==> config.mk <==
export PLATFORM = sky130hd
export DESIGN_NAME = branch_flush_ctrl
export DESIGN_NICKNAME = d
export VERILOG_FILES = /design/src/rtl/bfc_pkg.sv /design/src/rtl/bfc_flush_unit.sv /design/src/rtl/bfc_slot_tracker.sv /design/src/rtl/bfc_event_gate.sv /design/src/rtl/bfc_exc_capture.sv /design/src/rtl/branch_flush_ctrl.sv
export SDC_FILE = /design/constraint.sdc
export NUM_CORES = 1
export LEC_CHECK = 0
export ABC_AREA = 1
export CORE_AREA = 3 3 137 113
export DETAILED_ROUTE_END_ITERATION = 10
export DIE_AREA = 0 0 140 116
export DONT_BUFFER_PORTS = 1
export PLACE_DENSITY = 0.47
export SLEW_MARGIN = 20
export SYNTH_ARGS = -nofsm -noshare
export SYNTH_HDL_FRONTEND = slang
export SYNTH_SLANG_ARGS = --single-unit
export TNS_END_PERCENT = 20
==> constraint.sdc <==
create_clock -name clk -period 1.2 [get_ports clk]
set_clock_uncertainty 0.05 [all_clocks]
set_input_delay 0 -clock clk [delete_from_list [all_inputs] [get_ports clk]]
set_output_delay 0 -clock clk [all_outputs]
set_load 0.01 [all_outputs]
==> src/rtl/bfc_pkg.sv <==
package bfc_pkg;

  typedef struct packed {
    logic pfb;
    logic fetch;
    logic decode;
  } flush_t;

  // Flush set for a resolved branch in execute.
  function automatic flush_t flush_for(input logic taken, input logic delayed);
    flush_t f;
    f.fetch  = taken;
    f.decode = taken & ~delayed;
    f.pfb    = taken & ~delayed;
    return f;
  endfunction

  // Instruction classes that may not occupy a delay slot.
  function automatic logic slot_forbidden(input logic imm, input logic br, input logic brk);
    return imm | br | brk;
  endfunction

  // Next state of the slot-open flag.
  function automatic logic slot_next(input logic arm, input logic open, input logic retire);
    logic n;
    if (arm)         n = 1'b1;
    else if (retire) n = 1'b0;
    else             n = open;
    return n;
  endfunction

endpackage

==> src/rtl/bfc_flush_unit.sv <==
module bfc_flush_unit
  import bfc_pkg::*;
#(
  parameter int AW = 32
) (
  input  logic          ex_valid,
  input  logic          ex_taken,
  input  logic          ex_delayed,
  input  logic [AW-1:0] ex_target,
  output flush_t        flush,
  output logic          redirect_valid,
  output logic [AW-1:0] redirect_pc,
  output logic          arm_slot
);

  logic take;

  always_comb begin
    take           = ex_valid & ex_taken;
    flush          = flush_for(take, ex_delayed);
    redirect_valid = take;
    redirect_pc    = ex_target;
    arm_slot       = take & ex_delayed;
  end

endmodule

==> src/rtl/bfc_slot_tracker.sv <==
module bfc_slot_tracker
  import bfc_pkg::*;
#(
  parameter int AW = 32
) (
  input  logic          clk,
  input  logic          rst_n,
  input  logic          arm_slot,
  input  logic [AW-1:0] arm_target,
  input  logic          ex_valid,
  input  logic          dec_valid,
  input  logic          dec_is_imm,
  input  logic          dec_is_branch,
  input  logic          dec_is_brk,
  output logic          slot_active,
  output logic          slot_retire,
  output logic [AW-1:0] slot_tgt,
  output logic          slot_illegal
);

  always_comb begin
    slot_retire  = slot_active & ex_valid;
    slot_illegal = arm_slot & dec_valid & slot_forbidden(dec_is_imm, dec_is_branch, dec_is_brk);
  end

  always_ff @(posedge clk or negedge rst_n) begin
    if (!rst_n) begin
      slot_active <= 1'b0;
      slot_tgt    <= '0;
    end else begin
      slot_active <= slot_next(arm_slot, slot_active, slot_retire);
      if (arm_slot) slot_tgt <= arm_target;
    end
  end

endmodule

==> src/rtl/bfc_event_gate.sv <==
module bfc_event_gate (
  input  logic arm_slot,
  input  logic slot_active,
  input  logic irq_req,
  input  logic brk_req,
  output logic defer,
  output logic irq_take,
  output logic brk_take
);

  always_comb begin
    defer    = arm_slot | slot_active;
    irq_take = irq_req & ~defer;
    brk_take = brk_req & ~defer;
  end

endmodule

==> src/rtl/bfc_exc_capture.sv <==
module bfc_exc_capture #(
  parameter int AW = 32
) (
  input  logic          clk,
  input  logic          rst_n,
  input  logic          exc_fire,
  input  logic          in_slot,
  input  logic [AW-1:0] slot_tgt,
  input  logic [AW-1:0] pc_next,
  output logic          esr_ds,
  output logic [AW-1:0] btr,
  output logic [AW-1:0] ret_addr,
  output logic          ret_addr_valid
);

  logic seen;

  always_ff @(posedge clk or negedge rst_n) begin
    if (!rst_n) begin
      esr_ds   <= 1'b0;
      btr      <= '0;
      ret_addr <= '0;
      seen     <= 1'b0;
    end else if (exc_fire) begin
      seen <= 1'b1;
      if (in_slot) begin
        esr_ds <= 1'b1;
        btr    <= slot_tgt;
      end else begin
        esr_ds   <= 1'b0;
        ret_addr <= pc_next;
      end
    end
  end

  assign ret_addr_valid = seen & ~esr_ds;

endmodule

==> src/rtl/branch_flush_ctrl.sv <==
module branch_flush_ctrl
  import bfc_pkg::*;
#(
  parameter int AW = 32
) (
  input  logic          clk,
  input  logic          rst_n,
  input  logic          ex_valid,
  input  logic          ex_taken,
  input  logic          ex_delayed,
  input  logic [AW-1:0] ex_target,
  input  logic          ex_exception,
  input  logic [AW-1:0] ex_pc_next,
  input  logic          dec_valid,
  input  logic          dec_is_imm,
  input  logic          dec_is_branch,
  input  logic          dec_is_brk,
  input  logic          irq_req,
  input  logic          brk_req,
  output logic          flush_pfb,
  output logic          flush_fetch,
  output logic          flush_decode,
  output logic          redirect_valid,
  output logic [AW-1:0] redirect_pc,
  output logic          slot_active,
  output logic          slot_illegal,
  output logic          irq_take,
  output logic          brk_take,
  output logic          esr_ds,
  output logic [AW-1:0] btr,
  output logic [AW-1:0] ret_addr,
  output logic          ret_addr_valid
);

  flush_t        flush;
  logic          arm_slot;
  logic          slot_retire;
  logic [AW-1:0] slot_tgt;
  logic          defer;
  logic          exc_fire;

  assign exc_fire     = ex_valid & ex_exception;
  assign flush_pfb    = flush.pfb;
  assign flush_fetch  = flush.fetch;
  assign flush_decode = flush.decode;

  bfc_flush_unit #(.AW(AW)) flush_i (
    .ex_valid       (ex_valid),
    .ex_taken       (ex_taken),
    .ex_delayed     (ex_delayed),
    .ex_target      (ex_target),
    .flush          (flush),
    .redirect_valid (redirect_valid),
    .redirect_pc    (redirect_pc),
    .arm_slot       (arm_slot)
  );

  bfc_slot_tracker #(.AW(AW)) slot_i (
    .clk           (clk),
    .rst_n         (rst_n),
    .arm_slot      (arm_slot),
    .arm_target    (ex_target),
    .ex_valid      (ex_valid),
    .dec_valid     (dec_valid),
    .dec_is_imm    (dec_is_imm),
    .dec_is_branch (dec_is_branch),
    .dec_is_brk    (dec_is_brk),
    .slot_active   (slot_active),
    .slot_retire   (slot_retire),
    .slot_tgt      (slot_tgt),
    .slot_illegal  (slot_illegal)
  );

  bfc_event_gate gate_i (
    .arm_slot    (arm_slot),
    .slot_active (slot_active),
    .irq_req     (irq_req),
    .brk_req     (brk_req),
    .defer       (defer),
    .irq_take    (irq_take),
    .brk_take    (brk_take)
  );

  bfc_exc_capture #(.AW(AW)) exc_i (
    .clk            (clk),
    .rst_n          (rst_n),
    .exc_fire       (exc_fire),
    .in_slot        (slot_active),
    .slot_tgt       (slot_tgt),
    .pc_next        (ex_pc_next),
    .esr_ds         (esr_ds),
    .btr            (btr),
    .ret_addr       (ret_addr),
    .ret_addr_valid (ret_addr_valid)
  );

endmodule

; After elaboration in Yosys (flattened, before gate mapping)
; Index checks and enable logic that the tools add are counted.
[totals]
register_bits = 99
latchBits = 0
mem_bits_rw = 0
romBits = 0
input_bits = 76
output_inout_bits = 106
memories = 0
[op_classes]
add_sub_neg = 0
multipliers = 0
n_div = 0
order_cmp = 0
eq_ne = 0
shift = 0
mux = 3
n_bitwise = 17
reduce_logical = 3
[op_table]
columns = operator, n
row1 = $and 1x1->1, 10
row2 = $not 1->1, 4
row3 = $reduce_and 2->1, 2
row4 = $mux 1, 3
row5 = $or 1x1->1, 3
row6 = $reduce_bool 2->1, 1

; Logic depth before layout (Yosys ltp)
; Gate-level depths: netlist of run 1.
[logic_depth]
word_depth = 5
ltp_mapped = 6
depth_no_buf = 4

; Hierarchy
; Synthesis of run 1 repeated with hierarchy kept, for this count alone.
[hier_totals]
cells_unflattened = 480
hier_area_um2 = 4255.3
[by_module_without_submodules]
columns = mod, instances, cells_per_inst, area_per_inst_um2, seq_area_each_um2
row1 = bfc_exc_capture, 1, 287, 2590.0, 1651.6
row2 = bfc_slot_tracker, 1, 145, 1355.0, 825.8
row3 = bfc_flush_unit, 1, 39, 274.0, 0.0
row4 = bfc_event_gate, 1, 7, 28.8, 0.0
row5 = branch_flush_ctrl, 1, 2, 7.5, 0.0

; Worst setup path after synthesis of run 1
; Ideal clock, no wire load.
[synth_timing]
kind = flip-flop to flip-flop
start = register slot_i.slot_active
end = register exc_i.ret_addr[10]
setup_ns = 0.067
arrival_time_ns = 1.006
t_required_ns = 1.083
slack_ns = 0.078
path_stages_with_launch = 5
n_path_buf = 1
period_less_slack_ns = 1.122
cell_sequence = dfrtp_1 > inv_2 > buf_1 > nand4_1 > nand2_1
[synth_via]
elab_chain_cells = 2
[synth_lines]
columns = element, line_no
row1 = "start, declared", bfc_slot_tracker.sv:15  ; output logic slot_active,
row2 = "start signal, assigned", bfc_slot_tracker.sv:31  ; slot_active <= slot_next(arm_slot, slot_active, slot_retire);
row3 = $not 1->1 (no line), --
row4 = $reduce_and 2->1 (no line), --
row5 = "end signal, assigned", bfc_exc_capture.sv:31  ; ret_addr <= pc_next;
row6 = "end, declared", bfc_exc_capture.sv:12  ; output logic [AW-1:0] ret_addr,
; Every way passes these cells.
; A chain may end at the register's enable or synchronous reset.

; Worst setup path after layout of run 1
[layout_timing]
start = register slot_i.slot_active
end = output port irq_take
[layout_via]
elab_chain_cells = 3
[layout_lines]
columns = element, line_no
row1 = $or 1x1->1, bfc_event_gate.sv:12  ; defer = arm_slot | slot_active;
row2 = $not 1->1, bfc_event_gate.sv:13  ; irq_take = irq_req & ~defer;
row3 = $and 1x1->1, bfc_event_gate.sv:13
row4 = "end, declared", branch_flush_ctrl.sv:27  ; output logic irq_take,
; Every way passes these cells.

==> flow_summary.json, run 1 <==
{
  "outcome": "finished with violations",
  "violations": "negative hold slack",
  "wl_per_cell_um": 16.6,
  "reg2reg_from": "slot_i.slot_active$_DFFE_PN0P_",
  "cp-start-kind": "flip-flop",
  "period_share_pct": 98.1,
  "drc_errors": 0,
  "cts_root_buf": "clkbuf_16",
  "fin_nets": 614,
  "drive_gt1_share_pct": 10.3,
  "yosysMostFrequentCell": "nand2_1",
  "max_slew_margin_pct": 66.2,
  "worstSkewPairLatency_ps": 340,
  "io_buffer_count": 0,
  "synth_edf_count": 0,
  "rrSetupSlack_ps": 20,
  "place_inst": 607,
  "r2r_end": "exc_i.btr[15]$_DFFE_PN0P_",
  "grt_pass1_wl_um": 19100,
  "io_pins": 182,
  "ys_seq_elements": 99,
  "ys.flop_type": "dfrtp_1",
  "critPathCaptureType": "output pin",
  "die_w_um": 140,
  "ctsHoldBuffers": 98,
  "fp.dieH_um": 116,
  "maxCapViolations": 0,
  "post-route-min-period_ps": 1180,
  "grt-ovfl-total": 0,
  "netlist_area_um2": 4220,
  "setup-violations-final": 0,
  "yosysSeqAreaShare_pct": 58.7,
  "synth.top_cell.area_share_pct": 58.7,
  "synth_commonest_cells": "nand2_1, dfrtp_1, buf_4, nand4_1, nand3_1",
  "yosysWarnings": 0,
  "yosysTopAreaCell": "dfrtp_1",
  "firstDrtPassIters": 5,
  "ff2ff_path_depth": 7,
  "postSynthAreaPerCell_um2": 8.85,
  "path_class": "reg -> out",
  "holdWs_ps": -703,
  "cts_tree": "done",
  "ir_worst_vdd_mv": 0.896,
  "syn_to_final_growth_pct": 35.3,
  "instances_no_fill": 727,
  "antenna_found_initial": 0,
  "synthesis.nets": 553,
  "row_count": 39,
  "ff_latch_area_um2": 2480,
  "nFillCells": 1417,
  "via_per_inst": 4.72,
  "clockBufferDepth": 2,
  "synth_cells": 477,
  "cts_max_level": 3,
  "cts.clk_slew.worst_paths_ps": 70,
  "async_flop_share_pct": 100,
  "cts.sinks": 99,
  "multi_input_area_um2": 1380,
  "rsz0062_at_grt": "yes",
  "power_density_nw_per_um2": 1660,
  "yosysUniqueCellTypes": 16,
  "arrival_ps": 1130,
  "core_um2": 14200,
  "max_clock_freq_mhz": 850,
  "hold_violations": 132,
  "initial_utilization_pct": 29.8,
  "ys_top_cells_by_area": "dfrtp_1, nand2_1, buf_4",
  "critPathRequiredTime_ps": 1150,
  "antenna_cells": 0,
  "wirelength_um": 12100,
  "grt_use_total_pct": 14.9,
  "dp_hpwl_um": 6990,
  "grt_max_degree": 100,
  "crit_fanout": 2,
  "cts_made_buffers": 9,
  "drv_slew": 0,
  "fp.dieArea_um2": 16200,
  "gp_congestion": 0.782,
  "drt-initial-drc-count": 159,
  "min_path_type": "in -> async",
  "tightest_slew_ps": 507,
  "vias": 3434,
  "p_leak_nw": 2.79,
  "ant_nets": 0,
  "grt_pass1_vias": 3543
}
report_power, final:
| group | switching, mW | total (mW) | internal (mW) |
|---|---|---|---|
| Clock | 1.23 | 3.60 | 2.36 |
| Combinational | 0.595 | 1.15 | 0.558 |
| Sequential | 0.719 | 4.71 | 3.99 |
| Total | 2.55 | 9.45 | 6.91 |
metal layers:
layer	global-route usage, %	up-vias	share of wire, %
met5	0	-	0
met1	18.8	1660	43
met3	6.39	11	10
met2	23.5	149	46
li1	-	1614	-
met4	4.45	0	1.2
worst max path at each step:
stage	startpoint	slack [ps]	cells after the start	end
after floorplan	slot_i.slot_active$_DFFE_PN0P_	80	4	exc_i.ret_addr[10]$_DFFE_PN0P_
after global placement	slot_i.slot_active$_DFFE_PN0P_	100	5	exc_i.btr[18]$_DFFE_PN0P_
after detailed placement	slot_i.slot_active$_DFFE_PN0P_	80	5	exc_i.btr[11]$_DFFE_PN0P_
after CTS	slot_i.slot_active$_DFFE_PN0P_	-2	4	irq_take
after global routing	slot_i.slot_active$_DFFE_PN0P_	-40	4	irq_take
final	slot_i.slot_active$_DFFE_PN0P_	20	4	irq_take
cell usage in the layout (no fill, tap or decap), drive strengths merged, types with 4 or more instances in the layout:
| master | n |
|---|---|
| dfrtp | 99 |
| nor2 | 7 |
| buf | 15 |
| bufinv | 4 |
| clkbuf | 14 |
| nand4 | 33 |
| dlygate4sd3 | 96 |
| nand2 | 231 |
| inv | 7 |
| nand3 | 35 |
area by class of cell:
| class | count | area share, % |
|---|---|---|
| multi-input combinational | 307 | 24.2 |
| sequential | 99 | 43.4 |
| clock buffer | 12 | 4.49 |
| timing repair buffer | 114 | 21.3 |
| clock inverter | 4 | 2.10 |
| tap | 184 | 4.03 |
| inverter | 7 | 0.460 |
critical path, cell delays in order, from the launching register on:
cell and delay [ps]:
dfrtp_1 390, inv_2 80, buf_8 110, nand2_8 60, nor2_4 150
state kept, by name, indices dropped and copies added, names as in the netlist:
signal,count
slot_i.slot_tgt,32
exc_i.ret_addr,32
slot_i.slot_active,1
exc_i.seen,1
exc_i.esr_ds,1
exc_i.btr,32
cell families after synthesis:
group | Yosys count | share of synthesized area [%]
flops | 99 | 58.7
buf+inv | 71 | 10.3
compound gates | 1 | 0.118
simple gates | 306 | 30.9
metrics by stage:
stage	setup slack [ps]	area, um2	total power [mW]	TNS (ps)	utilization [%]
2_1_floorplan	77.8	4220	5.39	0	-
3_3_place_gp	101	4160	5.51	0	29.4
3_5_place_dp	82.0	4160	5.55	0	29.4
4_1_cts	-2.48	5570	9.54	-2.48	39.4
5_1_grt	-36.6	5710	9.97	-452	40.3
6_report	23.1	5710	9.45	0	40.3
timing repair:
| action | in CTS | in global routing |
|---|---|---|
| endpoints found under the hold margin | 198 | 132 |
| gates cloned | 0 | 2 |
| setup buffers | 3 | 1 |
| endpoints found under the setup margin | 2 | 35 |
| pin swaps | 2 | 2 |
| gates resized for setup | 6 | 22 |
(Power assumes the default switching activity.)
==> run 2, diff against run 1 <==
==> constraint.sdc (replaced) <==
create_clock -name clk -period 1.3 [get_ports clk]
set_clock_uncertainty 0.05 [all_clocks]
set_input_delay 0 -clock clk [delete_from_list [all_inputs] [get_ports clk]]
set_output_delay 0 -clock clk [all_outputs]
set_load 0.01 [all_outputs]
==> flow_summary.json, run 2 (synthesis gave the netlist of run 1 again) <==
{
  "outcome": "finished with violations",
  "violations": "negative hold slack",
  "via_per_inst": 4.69,
  "hold_violations": 99,
  "firstDrtPassIters": 6,
  "nFillCells": 1410,
  "grt_use_total_pct": 15.3,
  "cts.clk_slew.worst_paths_ps": 60,
  "ctsHoldBuffers": 102,
  "p_leak_nw": 2.74,
  "rrSetupSlack_ps": 100,
  "max_clock_freq_mhz": 785,
  "slowest_stage": "dlygate4sd3_1",
  "drc_errors": 0,
  "critPathTopFamily": "buffers and inverters",
  "io_pins": 182,
  "grt_pass1_wl_um": 19600,
  "cp_cell_sequence": "dlygate4sd3_1 > buf_12 > nand2_2 > dlygate4sd3_1 > nand2_1",
  "cts_tree": "done",
  "fp.dieH_um": 116,
  "final_common_cell": "nand2_1",
  "wirelength_um": 12100,
  "slowest_delay_ps": 580,
  "drv_slew": 0,
  "final_cell_mix": "nand2_1, dfrtp_1, dlygate4sd3_1",
  "antenna_found_initial": 0,
  "setup_slack_ps": 26.1,
  "rsz0062_at_grt": "no",
  "arrival_ps": 1450,
  "cp-start-kind": "input pin",
  "min_path_type": "in -> async",
  "grt-ovfl-total": 0,
  "path_common_cell": "dlygate4sd3_1",
  "ant_nets": 0,
  "clock_power_share_pct": 33.7,
  "gp_congestion": 0.752,
  "period_share_pct": 98.0,
  "dp_hpwl_um": 6920,
  "seqPwrFrac_pct": 53.0,
  "drt-initial-drc-count": 156,
  "fp.dieArea_um2": 16200,
  "drive_gt1_share_pct": 7.17,
  "grt_max_degree": 100,
  "largestRegisters": "exc_i.btr x32, exc_i.ret_addr x32, slot_i.slot_tgt x32",
  "p_int_mw": 5.85,
  "cp_num_buf_inv": 3,
  "setup-violations-final": 0,
  "swShare_pct": 28.5,
  "cts_root_buf": "clkbuf_16",
  "r2r_end": "exc_i.ret_addr[1]$_DFFE_PN0P_",
  "cts_max_level": 3,
  "ir_worst_vdd_mv": 0.748,
  "vias": 3414,
  "power.switching_mw": 2.33,
  "critPathRequiredTime_ps": 1480,
  "grt_pass1_vias": 3599,
  "maxCapViolations": 0,
  "syn_to_final_growth_pct": 32.6,
  "holdWs_ps": -694,
  "power_frac_comb_pct": 13.3,
  "core_um2": 14200,
  "reg2reg_from": "slot_i.slot_active$_DFFE_PN0P_",
  "post-route-min-period_ps": 1270,
  "fin_nets": 615,
  "die_w_um": 140,
  "tightest_slew_ps": 492,
  "wl_per_cell_um": 16.6,
  "crit_fanout": 4,
  "worstSkewPairLatency_ps": 340,
  "antenna_cells": 0,
  "cts.sinks": 99,
  "dp_slack_ps": 165,
  "clockBufferDepth": 2,
  "initial_utilization_pct": 29.8,
  "finalSetupTns_ps": 0,
  "max_slew_margin_pct": 67.2,
  "io_buffer_count": 0,
  "row_count": 39,
  "ff2ff_path_depth": 6,
  "critPathCaptureType": "flip-flop",
  "path_class": "in -> reg",
  "cts_made_buffers": 9,
  "power_density_nw_per_um2": 1460
}
run 2: cell type report:
type,instances,area (um2),share of cell area [%]
sequential,99,2480,44.3
multi-input combinational,307,1340,23.9
timing repair buffer,115,1220,21.7
clock buffer,15,278,4.96
tap,184,230,4.11
clock inverter,1,30.0,0.537
inverter,7,28.8,0.514
run 2: timing repair:
| action | in CTS | in global routing |
|---|---|---|
| endpoints found under the hold margin | 198 | 99 |
| setup endpoints to repair | 2 | 6 |
| buffers inserted | 1 | 2 |
| pin swaps | 1 | 2 |
| gates resized for setup | 10 | 2 |
run 2: worst max path at each step:
stage / start / endpoint / depth (start not counted)
floorplan: slot_i.slot_active$_DFFE_PN0P_ / exc_i.ret_addr[10]$_DFFE_PN0P_ / 4
global placement: slot_i.slot_active$_DFFE_PN0P_ / exc_i.ret_addr[31]$_DFFE_PN0P_ / 5
CTS: slot_i.slot_active$_DFFE_PN0P_ / irq_take / 4
finish: ex_valid / exc_i.seen$_DFFE_PN0P_ / 5
detailed placement: slot_i.slot_active$_DFFE_PN0P_ / brk_take / 4
global route: slot_i.slot_active$_DFFE_PN0P_ / exc_i.btr[15]$_DFFE_PN0P_ / 6
run 2: power groups by stage:
stage                     Combinational (mW)  Clock (mW)  Sequential [mW]
after floorplan                        0.746           0             4.23
after global placement                 0.703           0             4.40
after detailed placement               0.740           0             4.40
after CTS                               1.08        2.87             4.35
after global routing                    1.26        3.01             4.42
final                                   1.09        2.76             4.34
run 2: routing by layer:
metal | track usage (%) | wire length [um] | up-vias
met5 | 0 | 0 | -
met4 | 4.65 | 179 | 0
met3 | 6.39 | 1110 | 14
met2 | 25.0 | 5710 | 134
met1 | 18.6 | 5090 | 1653
li1 | - | - | 1613
run 2: worst reg2reg max path, cell delays in order (launching register included):
cell and delay [ps]:
dfrtp_1 410, inv_4 80, buf_4 140, nand3_2 80
buf_4 190, nand2_1 80, nand2_1 60
run 2: through the flow:
step                      instances  util, %  total power [mW]  area, um2
final                           728     39.5              8.18       5600
after global routing            728     39.5              8.70       5600
after CTS                       726     39.4              8.30       5570
after detailed placement        607     29.4              5.14       4160
after global placement          607     29.4              5.10       4160
after floorplan                 477        -              4.98       4220
